$ cat config.mk
export PLATFORM = sky130hd
export DESIGN_NAME = adc_result_frontend
export DESIGN_NICKNAME = d
export VERILOG_FILES = /design/src/rtl/adc_fe_pkg.sv /design/src/rtl/adc_fe_trigger.sv /design/src/rtl/adc_fe_status.sv /design/src/rtl/adc_fe_regs.sv /design/src/rtl/adc_result_frontend.sv
export SDC_FILE = /design/constraint.sdc
export NUM_CORES = 1
export LEC_CHECK = 0
export BUFFER_PORTS_ARGS = -buffer_cell sky130_fd_sc_hd__buf_2
export CORE_ASPECT_RATIO = 1.1
export CORE_MARGIN = 1
export CORE_UTILIZATION = 41
export CTS_CLUSTER_DIAMETER = 30
export DETAILED_ROUTE_END_ITERATION = 8
export PLACE_DENSITY = 0.75
export SLEW_MARGIN = 25
export SYNTH_ARGS = -nofsm -noshare
export SYNTH_HDL_FRONTEND = slang
export SYNTH_HIERARCHICAL = 1
export SYNTH_SLANG_ARGS = --single-unit
$ cat constraint.sdc
create_clock -name clk -period 0.95 [get_ports clk]
set_clock_uncertainty 0.1 [all_clocks]
set_input_delay 0.1425 -clock clk [delete_from_list [all_inputs] [get_ports clk]]
set_output_delay 0.1425 -clock clk [all_outputs]
set_load 0.01 [all_outputs]
$ cat src/rtl/adc_fe_pkg.sv
package adc_fe_pkg;

    localparam int REG_AW = 3;

    localparam logic [REG_AW-1:0] A_CTRL  = 3'd0;
    localparam logic [REG_AW-1:0] A_STAT  = 3'd1;
    localparam logic [REG_AW-1:0] A_IEN   = 3'd2;
    localparam logic [REG_AW-1:0] A_IDIS  = 3'd3;
    localparam logic [REG_AW-1:0] A_IMASK = 3'd4;
    localparam logic [REG_AW-1:0] A_ICLR  = 3'd5;
    localparam logic [REG_AW-1:0] A_DATA  = 3'd6;

    localparam int CB_START = 0;
    localparam int CB_TRIG  = 1;
    localparam int CB_DMA   = 2;
    localparam int CB_RES   = 4;

    localparam int SB_RDY = 0;
    localparam int SB_OVR = 1;
    localparam int NSTAT  = 2;

    typedef enum logic [1:0] {
        RES_NARROW = 2'd0,
        RES_MID    = 2'd1,
        RES_WIDE   = 2'd2,
        RES_FULL   = 2'd3
    } res_e;

    function automatic int unsigned res_drop(input res_e r);
        case (r)
            RES_NARROW: return 4;
            RES_MID:    return 2;
            RES_WIDE:   return 1;
            default:    return 0;
        endcase
    endfunction

endpackage

$ cat src/rtl/adc_fe_trigger.sv
module adc_fe_trigger (
    input  logic clk,
    input  logic rst_n,
    input  logic start,
    input  logic trig_en,
    input  logic ext_trig,
    output logic conv_req
);

    typedef struct packed {
        logic req;
        logic trig_prev;
    } trg_s;

    trg_s s_d, s_q;
    logic rise;

    always_comb begin
        s_d           = s_q;
        rise          = ext_trig & ~s_q.trig_prev;
        s_d.trig_prev = ext_trig;
        s_d.req       = start | (trig_en & rise);
    end

    always_ff @(posedge clk) begin
        if (!rst_n) begin
            s_q <= '0;
        end else begin
            s_q <= s_d;
        end
    end

    assign conv_req = s_q.req;

endmodule

$ cat src/rtl/adc_fe_status.sv
module adc_fe_status
    import adc_fe_pkg::*;
#(
    parameter int DATA_W = 12
) (
    input  logic              clk,
    input  logic              rst_n,
    input  logic              conv_done,
    input  logic [DATA_W-1:0] conv_data,
    input  res_e              res,
    input  logic              clr_rdy,
    input  logic              clr_ovr,
    input  logic              dma_en,
    input  logic              dma_ack,
    output logic              rdy,
    output logic              ovr,
    output logic              dma_req,
    output logic [DATA_W-1:0] data
);

    localparam logic [DATA_W-1:0] ONES = {DATA_W{1'b1}};

    typedef struct packed {
        logic              rdy;
        logic              ovr;
        logic              gap;
        logic [DATA_W-1:0] data;
    } st_s;

    st_s s_d, s_q;
    logic req_int;
    logic acked;
    logic consumed;
    logic [DATA_W-1:0] keep;

    assign req_int = dma_en & s_q.rdy & ~s_q.gap;

    always_comb begin
        s_d      = s_q;
        acked    = dma_ack & req_int;
        consumed = acked | clr_rdy;
        keep     = ONES >> res_drop(res);

        s_d.gap = acked;

        if (conv_done) begin
            s_d.data = conv_data & keep;
            s_d.rdy  = 1'b1;
        end else if (consumed) begin
            s_d.rdy = 1'b0;
        end

        if (conv_done && s_q.rdy && !consumed) begin
            s_d.ovr = 1'b1;
        end else if (clr_ovr) begin
            s_d.ovr = 1'b0;
        end
    end

    always_ff @(posedge clk) begin
        if (!rst_n) begin
            s_q <= '0;
        end else begin
            s_q <= s_d;
        end
    end

    assign rdy     = s_q.rdy;
    assign ovr     = s_q.ovr;
    assign dma_req = req_int;
    assign data    = s_q.data;

endmodule

$ cat src/rtl/adc_fe_regs.sv
module adc_fe_regs
    import adc_fe_pkg::*;
#(
    parameter int DATA_W = 12
) (
    input  logic              clk,
    input  logic              rst_n,
    input  logic              reg_wr,
    input  logic [REG_AW-1:0] reg_addr,
    input  logic [DATA_W-1:0] reg_wdata,
    output logic [DATA_W-1:0] reg_rdata,
    input  logic              st_rdy,
    input  logic              st_ovr,
    input  logic [DATA_W-1:0] st_data,
    output logic              start,
    output logic              clr_rdy,
    output logic              clr_ovr,
    output logic              trig_en,
    output logic              dma_en,
    output res_e              res,
    output logic              irq
);

    typedef struct packed {
        logic             trig_en;
        logic             dma_en;
        res_e             res;
        logic [NSTAT-1:0] ien;
    } cfg_s;

    cfg_s c_d, c_q;
    logic [NSTAT-1:0] flags;
    logic             unused_wdata_hi;

    assign flags           = {st_ovr, st_rdy};
    assign unused_wdata_hi = ^reg_wdata[DATA_W-1:CB_RES+2] ^ reg_wdata[3];

    always_comb begin
        c_d     = c_q;
        start   = 1'b0;
        clr_rdy = 1'b0;
        clr_ovr = 1'b0;
        if (reg_wr) begin
            case (reg_addr)
                A_CTRL: begin
                    start     = reg_wdata[CB_START];
                    c_d.trig_en = reg_wdata[CB_TRIG];
                    c_d.dma_en  = reg_wdata[CB_DMA];
                    c_d.res     = res_e'(reg_wdata[CB_RES +: 2]);
                end
                A_IEN:  c_d.ien = c_q.ien | reg_wdata[NSTAT-1:0];
                A_IDIS: c_d.ien = c_q.ien & ~reg_wdata[NSTAT-1:0];
                A_ICLR: begin
                    clr_rdy = reg_wdata[SB_RDY];
                    clr_ovr = reg_wdata[SB_OVR];
                end
                default: ;
            endcase
        end
    end

    always_ff @(posedge clk) begin
        if (!rst_n) begin
            c_q <= '0;
        end else begin
            c_q <= c_d;
        end
    end

    always_comb begin
        reg_rdata = '0;
        case (reg_addr)
            A_CTRL: begin
                reg_rdata[CB_TRIG]     = c_q.trig_en;
                reg_rdata[CB_DMA]      = c_q.dma_en;
                reg_rdata[CB_RES +: 2] = c_q.res;
            end
            A_STAT:  reg_rdata[NSTAT-1:0] = flags;
            A_IMASK: reg_rdata[NSTAT-1:0] = c_q.ien;
            A_DATA:  reg_rdata = st_data;
            default: ;
        endcase
    end

    assign trig_en = c_q.trig_en;
    assign dma_en  = c_q.dma_en;
    assign res     = c_q.res;
    assign irq     = |(flags & c_q.ien);

endmodule

$ cat src/rtl/adc_result_frontend.sv
module adc_result_frontend
    import adc_fe_pkg::*;
#(
    parameter int DATA_W = 12
) (
    input  logic              clk,
    input  logic              rst_n,
    input  logic              reg_wr,
    input  logic [REG_AW-1:0] reg_addr,
    input  logic [DATA_W-1:0] reg_wdata,
    output logic [DATA_W-1:0] reg_rdata,
    input  logic              ext_trig,
    output logic              conv_req,
    input  logic              conv_done,
    input  logic [DATA_W-1:0] conv_data,
    output logic              irq,
    output logic              dma_req,
    input  logic              dma_ack,
    output logic [DATA_W-1:0] dma_data
);

    logic              start_w;
    logic              clr_rdy_w;
    logic              clr_ovr_w;
    logic              trig_en_w;
    logic              dma_en_w;
    res_e              res_w;
    logic              st_rdy;
    logic              st_ovr;
    logic [DATA_W-1:0] st_data;

    adc_fe_regs #(.DATA_W(DATA_W)) u_regs (
        .clk       (clk),
        .rst_n     (rst_n),
        .reg_wr    (reg_wr),
        .reg_addr  (reg_addr),
        .reg_wdata (reg_wdata),
        .reg_rdata (reg_rdata),
        .st_rdy    (st_rdy),
        .st_ovr    (st_ovr),
        .st_data   (st_data),
        .start     (start_w),
        .clr_rdy   (clr_rdy_w),
        .clr_ovr   (clr_ovr_w),
        .trig_en   (trig_en_w),
        .dma_en    (dma_en_w),
        .res       (res_w),
        .irq       (irq)
    );

    adc_fe_trigger u_trig (
        .clk      (clk),
        .rst_n    (rst_n),
        .start    (start_w),
        .trig_en  (trig_en_w),
        .ext_trig (ext_trig),
        .conv_req (conv_req)
    );

    adc_fe_status #(.DATA_W(DATA_W)) u_stat (
        .clk       (clk),
        .rst_n     (rst_n),
        .conv_done (conv_done),
        .conv_data (conv_data),
        .res       (res_w),
        .clr_rdy   (clr_rdy_w),
        .clr_ovr   (clr_ovr_w),
        .dma_en    (dma_en_w),
        .dma_ack   (dma_ack),
        .rdy       (st_rdy),
        .ovr       (st_ovr),
        .dma_req   (dma_req),
        .data      (st_data)
    );

    assign dma_data = st_data;

endmodule

==> metrics.txt <==
outcome complete, but fails checks; violated checks negative setup slack; RR Endpoint u_stat/rdy; mux share of post-synthesis cell area 9.73%; Mean Syn Cell Area slightly above 9 um^2; Avg WL per Cell 13.7 um; IO buf count 52; Leak a little under 1 nW; final hold violations 0; fin area 2100 um^2; share of the synthesized area in the top cell type 36.9%; Reg clk slew, reported paths 0.12 ns; Rel. slew slack about 78%; Synth Warn # 6; Die Wd 54.6 um; gate count after technology mapping 137; Initial Util approximately 44%; clk sinks 23; I/O pin count 60; via count 1250; site row count 20; crit-path max FO 2; drt via density 4.92; number of inserted diodes 0; Placer Congestion around 0.76; Tmin final 1.53 ns; RSZ-0062 raised after global routing true; reg2reg start u_regs/dma_en; Die Y between 50 and 60 um; Max clock buf depth 2; crit path capture type output port; worst skew pair latency 0.30 ns; crit path DAT between 1 and 1.5 ns; setup TNS -6.29 ns; Fmax 0.654 GHz; Clock Tree Root clkbuf_4; WS Path Type reg -> out; CP startpoint u_regs/trig_en; first-pass GRT wire length just under 5 mm; Seq cells post-synth 23; Post-route DRC 0; Die Area 3270 um^2; Post-Syn Nets 170; post-synthesis compound-gate area fraction 10.6%; Num CTS Buffers 3; ratio of cells with drive above 1 in the final layout between 50% and 60%; Design Power 1.96 mW; dpl ws -0.274 ns; worst-margin pin slew 0.327 ns; initial antenna violation count 0; required time of the critical path 0.71 ns; post-synthesis adder-cell area fraction 0%; gr ovfl total 0; DR pass1 iterations 4; worst vdd ir 0.780 mV; Tot GR Track Use a little over a fifth; DRT iter0 DRCs 24; Distinct cells, synth 32; CTS tree done; largest net degree at the start of global routing 18; Hold WS 0.0139 ns; DRT antenna net count 0; area leader, netlist dfxtp_1; DP HPWL approximately 2.2 mm; Net count, final 255; R2R setup slack -0.10 ns; main combinational cell family by area after synthesis simple AND/OR/NAND/NOR gates; synth top area cells dfxtp_1 (37%), mux2i_1 (8.8%), buf_4 (8.4%), nand2_1 (4.2%), and2_1 (4.0%); power density cells 933 nW/um^2; Max H-tree Level 1; number of global-route vias before repair 1193; Final Slew Violations 0; max_cap viols 0; Area after DPL about 1600 um^2; Synth Cell Area 1250 um^2; post-synthesis xor/xnor area fraction 0%; Worst R2R Path Depth 3; final setup vio count 32; Fillers 206; sequential cell area fraction in the yosys report around 37%; Core Box Area 2830 um^2; critical path launch point type flop; worst min path class in -> reg; Area growth syn-to-layout 68.1%; final WL 3.48 mm; worst setup path endpoint reg_rdata[1]; post-layout worst setup margin -0.579 ns; Tcrit/Tclk final 161%; simple-gate area share of the yosys netlist between 20% and 30%
cell type report:
type | count | area (um^2) | share of cell area [%]
flip-flops and latches | 23 | 488 | 23.3
repair buffers | 100 | 867 | 41.3
clock buffers | 4 | 26.3 | 1.25
well taps | 33 | 41.3 | 1.97
multi-input cells | 93 | 671 | 32.0
inverters | 1 | 3.75 | 0.179
registers in the layout, summed over array words and instances (netlist names), named ones only:
| signal | count |
|---|---|
| u_trig/conv_req | 1 |
| u_stat/s_q | 1 |
| u_regs/res | 2 |
| u_trig/s_q | 1 |
| u_stat/ovr | 1 |
| u_stat/rdy | 1 |
| u_regs/trig_en | 1 |
| u_regs/dma_en | 1 |
| u_stat/data | 12 |
where the power goes:
part	internal, mW	switching [mW]
registers	1.01	0.0347
logic	0.288	0.185
clock network	0.164	0.278
how the worst min path moves through the flow:
stage	cells after the start	endpoint	startpoint	slack (ns)
after floorplan	2	u_trig/conv_req	rst_n	0.15
after global placement	2	u_trig/s_q[0]	ext_trig	0.26
after detailed placement	2	u_trig/s_q[0]	ext_trig	0.26
after CTS	3	u_stat/data[8]	conv_data[8]	0.006
after global routing	3	u_stat/data[4]	conv_data[4]	0.009
final	3	u_stat/data[7]	conv_data[7]	0.01
worst max-delay path, stage by stage (launching register included):
cell      delay [ns]
dfxtp_2         0.36
mux2i_1         0.06
or3_1           0.31
o211ai_1        0.10
buf_2           0.16
metal layers:
| metal | vias up | part of all wire [%] | track usage, % |
|---|---|---|---|
| met5 | - | 0 | 0 |
| met4 | 0 | 1.2 | 7.33 |
| met3 | 5 | 4.6 | 3.56 |
| met2 | 45 | 55 | 39.9 |
| met1 | 576 | 39 | 21.8 |
| li1 | 624 | - | - |
synth_stat cells:
cell type  count
mux2_2         1
nand2b_1       5
nor4_1         1
buf_12         1
nor2_1         6
inv_2          1
nand3b_1       2
buf_4         14
nand2_1       14
clkbuf_1       1
mux2i_1       11
o21ai_0        5
buf_2          2
nand4_1        1
and3_1         1
and3b_1        2
o211ai_1       3
nand3_1        9
nand4b_1       1
a21boi_1       4
nor4b_4        1
and2b_2        2
a22o_1         1
and2_1         8
buf_6          2
a22oi_1        3
or3_1          1
and2_4         1
nor2b_1        8
o31ai_1        1
dfxtp_1       23
o41ai_2        1
cells in the final DEF, fill, tap and decap left out, types with 2 or more instances in the layout:
cell and instances:
nor2_1 6, o21ai_0 2, dlygate4sd3_1 12, buf_6 35, dfxtp_1 3, o211ai_1 3
buf_2 31, nand2_1 13, and2b_2 2, o21ai_1 2, nand3_1 9, mux2i_1 11
clkbuf_4 3, a21boi_1 4, buf_12 2, nor2b_1 8, nand3b_1 2, nand2b_1 5
and2_4 8, buf_4 19, a22oi_2 3, dfxtp_2 19
what timing repair did:
item,4_1_cts,5_1_grt
hold endpoints to repair,13,0
resized for setup,41,31
endpoints found under the setup margin,32,32
setup buffers,7,15
pin swaps,13,9
hold buffers,12,0
cells by family after synthesis:
kind of cell / Yosys count
AND/OR/NAND/NOR: 63
AO/OA/AOI/OAI: 18
flip-flops: 23
buffers and inverters: 21
multiplexers: 12
through the flow:
step                      instances  utilization (%)
after global placement          219             55.0
final                           254             74.2
after global routing            254             74.2
after floorplan                 137                -
after detailed placement        219             55.0
after CTS                       241             66.8
(Power assumes the default switching activity.)
